$ cat config.mk
export PLATFORM = sky130hd
export DESIGN_NAME = clk_src_ctrl
export DESIGN_NICKNAME = d
export VERILOG_FILES = /design/src/rtl/csel_pkg.sv /design/src/rtl/csel_regs.sv /design/src/rtl/csel_warmup.sv /design/src/rtl/csel_power.sv /design/src/rtl/clk_src_ctrl.sv
export SDC_FILE = /design/constraint.sdc
export NUM_CORES = 1
export LEC_CHECK = 0
export BUFFER_PORTS_ARGS = -buffer_cell sky130_fd_sc_hd__buf_2
export CAP_MARGIN = 20
export CORE_AREA = 2 2 47 44
export DETAILED_ROUTE_END_ITERATION = 8
export DIE_AREA = 0 0 49 46
export GPL_ROUTABILITY_DRIVEN = 0
export HOLD_SLACK_MARGIN = 0.03
export PLACE_DENSITY_LB_ADDON = 0.25
export SLEW_MARGIN = 20
export SYNTH_ARGS = -nofsm -noshare
export SYNTH_HDL_FRONTEND = slang
export SYNTH_SLANG_ARGS = --single-unit
$ cat constraint.sdc
create_clock -name clk -period 2.05 [get_ports clk]
set_input_delay 0.3075 -clock clk [delete_from_list [all_inputs] [get_ports clk]]
set_output_delay 0.3075 -clock clk [all_outputs]
set_load 0.02 [all_outputs]
$ cat src/rtl/csel_pkg.sv
package csel_pkg;
  localparam int unsigned CTRL_W     = 3;
  localparam int unsigned XSEL_BIT   = 0;
  localparam int unsigned STAT_BIT   = 1;
  localparam int unsigned RESUME_BIT = 2;
endpackage

$ cat src/rtl/csel_regs.sv
module csel_regs
  import csel_pkg::*;
(
  input  logic              clk,
  input  logic              por_n,
  input  logic              wr_en,
  input  logic              wr_xsel,
  input  logic              wr_resume,
  input  logic              xtal_ready,
  input  logic              xtal_off,
  output logic              xtal_sel,
  output logic              resume_rc
);
  logic xsel_grant;

  // crystal request honoured only for a stable, enabled crystal
  assign xsel_grant = xtal_ready & ~xtal_off;

  always_ff @(posedge clk or negedge por_n) begin
    if (!por_n) begin
      xtal_sel  <= 1'b1;
      resume_rc <= 1'b0;
    end else if (wr_en) begin
      if (!wr_xsel)        xtal_sel <= 1'b0;
      else if (xsel_grant) xtal_sel <= 1'b1;
      resume_rc <= wr_resume;
    end
  end
endmodule

$ cat src/rtl/csel_warmup.sv
module csel_warmup #(
  parameter int unsigned WARM_CYCLES = 1024
) (
  input  logic clk,
  input  logic por_n,
  input  logic enter_pd,
  input  logic wake_start,
  input  logic xtal_off,
  output logic xtal_ready
);
  localparam int unsigned CNT_W = (WARM_CYCLES > 1) ? $clog2(WARM_CYCLES) : 1;
  localparam logic [CNT_W-1:0] LAST = CNT_W'(WARM_CYCLES - 1);

  logic             osc_run;
  logic [CNT_W-1:0] cnt;
  logic             counting;

  assign counting = (osc_run | wake_start) & ~xtal_ready;

  always_ff @(posedge clk or negedge por_n) begin
    if (!por_n) begin
      osc_run    <= 1'b1;
      xtal_ready <= 1'b1;
      cnt        <= '0;
    end else if (enter_pd) begin
      osc_run    <= 1'b0;
      xtal_ready <= 1'b0;
      cnt        <= '0;
    end else begin
      if (wake_start) osc_run <= 1'b1;
      if (xtal_off) begin
        xtal_ready <= 1'b0;
        cnt        <= '0;
      end else if (counting) begin
        if (cnt == LAST) begin
          xtal_ready <= 1'b1;
          cnt        <= '0;
        end else begin
          cnt <= cnt + 1'b1;
        end
      end
    end
  end
endmodule

$ cat src/rtl/csel_power.sv
module csel_power (
  input  logic clk,
  input  logic por_n,
  input  logic rst_n,
  input  logic pd_req,
  input  logic wake,
  input  logic resume_rc,
  input  logic xtal_sel,
  input  logic xtal_ready,
  output logic enter_pd,
  output logic wake_start,
  output logic cpu_hold,
  output logic src_rc
);
  logic asleep;
  logic warm_wait;

  assign cpu_hold   = asleep | warm_wait;
  assign enter_pd   = pd_req & ~asleep & rst_n;
  assign wake_start = asleep & (wake | ~rst_n);

  always_ff @(posedge clk or negedge por_n) begin
    if (!por_n) begin
      asleep    <= 1'b0;
      warm_wait <= 1'b0;
      src_rc    <= 1'b0;
    end else begin
      // source moves only while the core is running
      if (!cpu_hold) src_rc <= ~(xtal_sel & xtal_ready);
      if (!rst_n) begin
        asleep    <= 1'b0;
        warm_wait <= 1'b0;
      end else if (asleep) begin
        if (wake) begin
          asleep    <= 1'b0;
          warm_wait <= ~resume_rc;
        end
      end else if (pd_req) begin
        asleep    <= 1'b1;
        warm_wait <= 1'b0;
      end else if (warm_wait && xtal_ready) begin
        warm_wait <= 1'b0;
      end
    end
  end
endmodule

$ cat src/rtl/clk_src_ctrl.sv
module clk_src_ctrl
  import csel_pkg::*;
#(
  parameter int unsigned WARM_CYCLES = 1024
) (
  input  logic              clk,
  input  logic              por_n,
  input  logic              rst_n,
  input  logic              wr_en,
  input  logic [CTRL_W-1:0] wr_data,
  input  logic              xtal_off,
  input  logic              pd_req,
  input  logic              wake,
  output logic [CTRL_W-1:0] rd_data,
  output logic              sel_xtal,
  output logic              cpu_hold,
  output logic              xtal_ready
);
  logic xtal_sel, resume_rc, src_rc, enter_pd, wake_start;

  csel_regs u_regs (
    .clk        (clk),
    .por_n      (por_n),
    .wr_en      (wr_en),
    .wr_xsel    (wr_data[XSEL_BIT]),
    .wr_resume  (wr_data[RESUME_BIT]),
    .xtal_ready (xtal_ready),
    .xtal_off   (xtal_off),
    .xtal_sel   (xtal_sel),
    .resume_rc  (resume_rc)
  );

  csel_warmup #(.WARM_CYCLES(WARM_CYCLES)) u_warm (
    .clk        (clk),
    .por_n      (por_n),
    .enter_pd   (enter_pd),
    .wake_start (wake_start),
    .xtal_off   (xtal_off),
    .xtal_ready (xtal_ready)
  );

  csel_power u_pwr (
    .clk        (clk),
    .por_n      (por_n),
    .rst_n      (rst_n),
    .pd_req     (pd_req),
    .wake       (wake),
    .resume_rc  (resume_rc),
    .xtal_sel   (xtal_sel),
    .xtal_ready (xtal_ready),
    .enter_pd   (enter_pd),
    .wake_start (wake_start),
    .cpu_hold   (cpu_hold),
    .src_rc     (src_rc)
  );

  always_comb begin
    rd_data             = '0;
    rd_data[XSEL_BIT]   = xtal_sel;
    rd_data[STAT_BIT]   = src_rc;
    rd_data[RESUME_BIT] = resume_rc;
  end

  assign sel_xtal = ~src_rc;
endmodule

==> After elaboration in Yosys (flattened, before gate mapping) <==
Index checks and enable logic that the tools add are counted.
{ "totals": {"reg_bits": 17, "wordCells": 57} }
{ "classes": {"addsub": 1, "n_eq_ne": 4, "muxes": 21, "bitwise_logic": 16, "n_reduce_logical": 7} }
{ "ops": {"columns": ["op", "n"], "rows": [
  ["10-bit 2-to-1 mux", 4],
  ["1-bit 2-to-1 mux", 17],
  ["10-bit by 1-bit adder with 10-bit output, second input constant", 1],
  ["10-bit == test, second input constant", 1],
  ["1-bit NOT", 7],
  ["1-bit bitwise AND", 6],
  ["2-bit AND reduction", 3],
  ["3-bit nonzero test", 2],
  ["4-bit by 1-bit != test with 1-bit output, second input constant", 1],
  ["3-bit != test, second input constant", 1],
  ["1-bit OR", 3],
  ["2-bit by 1-bit != test with 1-bit output, second input constant", 1],
  ["2-bit nonzero test", 1],
  ["1-bit logical AND", 1]
]} }

==> Depth between registers and ports, before layout <==
{ "logic_depth": {"word_depth": 8, "depth_mapped": 6, "ltp_nobuf": 4} }

==> By module <==
Synthesis repeated with hierarchy kept, for this count alone.
{ "hier_totals": {"cells_unflattened": 89, "hier_area_um2": 923.4} }
{ "by_module_without_submodules": {"columns": ["module", "n_inst", "cells_per_inst", "area_per_inst_um2"], "rows": [
  ["csel_warmup", 1, 62, 641.9],
  ["csel_power", 1, 17, 171.4],
  ["csel_regs", 1, 6, 83.8],
  ["clk_src_ctrl", 1, 4, 26.3]
]} }

==> Least setup slack after synthesis <==
OpenSTA, ideal clock, no wires.
{ "synth_path": {"path_kind": "flip-flop to flip-flop", "start": "register u_warm.xtal_ready", "end": "register u_warm.cnt[1]", "setup_ps": 133, "t_arrival_ps": 1413, "path_slack_ps": 504, "path_stages_with_launch": 7, "path_buffers": 2, "path_cell_list": "dfstp_2 inv_1 a31oi_1 buf_6 buf_4 mux2i_1 nor2_1"} }
{ "synth_via": {"elab_chain_len": 3} }
{ "synth_lines": {"columns": ["element", "line", "source"], "rows": [
  ["start: declaration", "csel_warmup.sv:9", "output logic xtal_ready"],
  ["start signal: assignment", "csel_warmup.sv:23", "xtal_ready <= 1'b1;"],
  ["start signal: assignment", "csel_warmup.sv:27", "xtal_ready <= 1'b0;"],
  ["start signal: assignment", "csel_warmup.sv:32", "xtal_ready <= 1'b0;"],
  ["1-bit NOT", "csel_warmup.sv:18", "assign counting = (osc_run | wake_start) & ~xtal_ready;"],
  ["1-bit bitwise AND", "csel_warmup.sv:18", null],
  ["3-bit nonzero test (no source line)", null, null],
  ["end signal: assignment", "csel_warmup.sv:39", "cnt <= cnt + 1'b1;"],
  ["end: declaration", "csel_warmup.sv:15", "logic [CNT_W-1:0] cnt;"]
]} }
Every way passes these cells.
A chain may end at the register's enable or synchronous reset.

==> Worst setup path in the final report <==
{ "layout_path": {"start": "register u_warm.osc_run", "end": "register u_warm.cnt[8]"} }
{ "layout_via": {"elab_chain_len": 3} }
{ "layout_lines": {"columns": ["element", "line", "source"], "rows": [
  ["start: declaration", "csel_warmup.sv:14", "logic osc_run;"],
  ["start signal: assignment", "csel_warmup.sv:22", "osc_run <= 1'b1;"],
  ["start signal: assignment", "csel_warmup.sv:26", "osc_run <= 1'b0;"],
  ["start signal: assignment", "csel_warmup.sv:30", "if (wake_start) osc_run <= 1'b1;"],
  ["1-bit OR", "csel_warmup.sv:18", null],
  ["1-bit bitwise AND", "csel_warmup.sv:18", null],
  ["3-bit nonzero test (no source line)", null, null]
]} }
Every way passes these cells.

==> results by group <==
Die
  • DIE AREA: 0.00225 mm^2
  • Die W: 49 um
  • Initial Utilization: 48.8%
  • Die Height: 46 um
  • Core area: 0.00182 mm^2
  • Rows: 15
  • Ports: 16

STA
  • Hold Violations, Final: 0
  • RSZ-0062 raised after global routing: false
  • Slew headroom: 72.2%
  • Setup violators final: 0
  • Pins Over Slew Limit: 0
  • Worst Skew: 0.00379 ns
  • Hold slack: 0.182 ns
  • Setup_tns: 0 ns
  • Max frequency: 593 MHz
  • Slew at the pin closest to its max-slew limit: 0.416 ns
  • Min cycle time layout: 1.69 ns
  • Period utilization: 82.3%

Setup path
  • WP data required: 2.26 ns
  • R2R setup slack: 0.36 ns
  • Critical Path Fanout Max: 20
  • Worst Setup End Kind: flip-flop
  • Critical path arrival: 1.90 ns
  • Worst Setup Path Type: reg2reg
  • Critical path startpoint category: flip-flop
  • Worst r2r path cells: 5

Pwr
  • Worst VDD drop: 314 uV
  • Psw: 0.000177 W
  • Switching Share: 27.7%
  • Clock network fraction of design power: 27.8%
  • Gate power share: 15.1%
  • Sequential share of power: 57.1%
  • Int Pwr: 0.000462 W
  • Static Leak: 0.424 nW
  • Power Density: 644 mW/mm^2

Finish
  • Multi-input logic area: 392 um^2
  • Fillers: 182
  • Post-route insts no fill: 131
  • Ant. Diodes: 0
  • Layout Utilization: 54.6%
  • Layout area overhead: 11.8%
  • Nets: 118
  • Layout cell share with drive strength beyond 1: 22.6%
  • Seq. cell area: 429 um^2

Synth
  • Largest family of logic cells by synthesized area: compound AO/OA/AOI/OAI gates
  • Area share of fa/ha/maj cells after synthesis: 1.41%
  • Cell taking the most area after synthesis: dfrtp_1
  • Post-Syn Area per Cell: 9.76 um^2
  • Most common cell in the netlist: dfrtp_1
  • Post-synth EDFFs: 0
  • Sequential fraction of the synthesis area: 48.3%
  • Main area contributors after synthesis: dfrtp_1 (39%), dfstp_2 (8.9%), a21oi_1 (5.1%), o31ai_1 (4.2%), or4_1 (4.2%)
  • Share of the synthesized area in the top cell type: 39.4%
  • Post-Syn Area: 888 um^2
  • Ys flop type: dfrtp_1
  • Post-synthesis mux area share: 2.39%
  • Post-Syn Instances: 91
  • Simple-gate share of the synthesized area: 18.7%
  • Yosys warns: 0
  • Post-Syn Nets: 102
  • Post-synth top cells: dfrtp_1 (14), a21oi_1 (9), inv_1 (7), nor2_1 (7)
  • Post-synth ARST share: 100%
  • Post-synthesis compound-gate area fraction: 20.6%
  • Count of different cell masters after synthesis: 28
  • Yosys reg bits: 17
  • Share of the synthesized netlist area taken by xor and xnor gates: 0.986%

Hold path
  • Hold path depth: 2
  • HP Class: in2reg

Detailed routing
  • Avg WL per Cell: 12.1 um
  • DRT iter0 DRCs: 8
  • Antenna-violating nets left: 0
  • DRT Wirelength: 1580 um
  • Drt first pass iters: 4
  • Vias post-DR: 714
  • Residual DRC: 0
  • Vias/cell: 5.45

Clocking
  • Clock latency on the worst-skew pair: 0.28 ns
  • Setup Buffers After CTS: 0
  • # clock sinks: 17
  • CTS tree: built
  • Root Driver: clkbuf_4
  • Cts hold-fix bufs: 1
  • H-tree levels: 1
  • Clock buffer depth: 2
  • CTS buffer count: 3
  • PostCTS Resize Cnt: 0
  • Clock transition at path regs: 0.10 ns

Placement
  • Port buffer count: 14
  • Placed Cells: 126
  • Dpl hpwl: 1140 um

Global routing
  • M1 GR Usage: 21.0%
  • Peak-usage layer in the global routing report: met2
  • Initial antenna violation count: 0
  • First-pass GRT wire length: 2590 um
  • Total GRT Usage: 15.7%
  • Grt met2 use: 24.4%
  • Remaining Overflow, GRT: 0
  • Largest net degree at the start of global routing: 21
  • GR Layer Usage met3: 2.96%
  • Vias in the first global route: 590

Job
  • Max capacitance violation total: 0

Run status
  • Status: finished clean
[flip-flops by register name, summed over array words and instances, names as in the netlist]
name               flops
u_warm.xtal_ready      1
u_warm.osc_run         1
u_pwr.asleep           1
u_regs.resume_rc       1
u_pwr.src_rc           1
u_pwr.warm_wait        1
u_regs.xtal_sel        1
u_warm.cnt            10
[metal layers]
| metal | wire length, um | up-vias |
|---|---|---|
| met5 | 0 | - |
| met4 | 14 | 0 |
| met3 | 37 | 2 |
| met2 | 738 | 8 |
| met1 | 792 | 339 |
| li1 | - | 365 |
[cells by family (layout without fill, tap and decap cells)]
family                   Yosys count  in the layout
AO/OA/AOI/OAI                     27             27
XOR/XNOR                           1              1
adder cells (fa/ha/maj)            1              1
buffers and inverters             12             27
flip-flops                        17             17
multiplexers                       2              2
AND/OR/NAND/NOR                   31             31
[cells in the final DEF, fill, tap and decap left out]
| cell | synthesis | layout |
|---|---|---|
| a211oi_1 | 1 | 1 |
| a21boi_0 | 2 | 2 |
| a21oi_1 | 9 | 9 |
| a31oi_1 | 3 | 3 |
| and4_1 | 1 | 1 |
| buf_2 | 0 | 14 |
| buf_4 | 4 | 1 |
| clkbuf_4 | 0 | 3 |
| clkinv_2 | 0 | 1 |
| dfrtp_1 | 14 | 14 |
| dfstp_2 | 3 | 3 |
| dlygate4sd3_1 | 0 | 1 |
| ha_1 | 1 | 1 |
| inv_1 | 7 | 7 |
| mux2_2 | 1 | 1 |
| mux2i_1 | 1 | 1 |
| nand2_1 | 5 | 5 |
| nand3_1 | 5 | 5 |
| nand4_1 | 2 | 2 |
| nor2_1 | 7 | 7 |
| nor2b_1 | 1 | 1 |
| nor3_1 | 1 | 1 |
| o211ai_1 | 1 | 1 |
| o21a_1 | 2 | 2 |
| o21ai_0 | 3 | 3 |
| o31ai_1 | 5 | 5 |
| o31ai_4 | 1 | 1 |
| or2b_1 | 1 | 1 |
| or3_1 | 3 | 3 |
| or4_1 | 5 | 5 |
| xor2_1 | 1 | 1 |
[critical path, cell delays in order (launching register included)]
cell	delay (ns)
dfstp_2	0.55
nor2b_1	0.13
a31oi_1	0.05
buf_4	0.21
or4_1	0.50
a21boi_0	0.17
[final timing paths]
kind,from,to
min in group asynchronous,por_n,u_warm.cnt[9]
max in group asynchronous,por_n,u_warm.xtal_ready
hold / removal,wr_en,u_regs.xtal_sel
hold reg to reg,u_warm.osc_run,u_warm.osc_run
setup reg to reg,u_warm.osc_run,u_warm.cnt[8]
setup / recovery,u_warm.osc_run,u_warm.cnt[8]
[stage by stage]
stage	setup WS, ns	power [W]	area (um^2)
finish	0.364	0.000640	993
CTS	0.367	0.000648	993
floorplan	0.504	0.000445	888
detailed placement	0.396	0.000467	956
global route	0.256	0.000674	993
global placement	0.411	0.000465	956
[power groups by stage]
stage / Combinational (W) / Clock (W) / Sequential [W]
6_report: 0.0000967 / 0.000178 / 0.000365
5_1_grt: 0.000110 / 0.000196 / 0.000368
4_1_cts: 0.0000976 / 0.000185 / 0.000365
3_5_place_dp: 0.0000956 / 0 / 0.000371
3_3_place_gp: 0.0000939 / 0 / 0.000371
2_1_floorplan: 0.0000761 / 0 / 0.000369
[final cells by class]
cell class	instances	share of cell area, %
clock buffers	3	2.27
clock inverters	1	0.504
inverters	7	2.64
multi-input cells	62	39.4
flip-flops and latches	17	43.2
well taps	25	3.15
repair buffers	16	8.82
(Power assumes the default switching activity.)
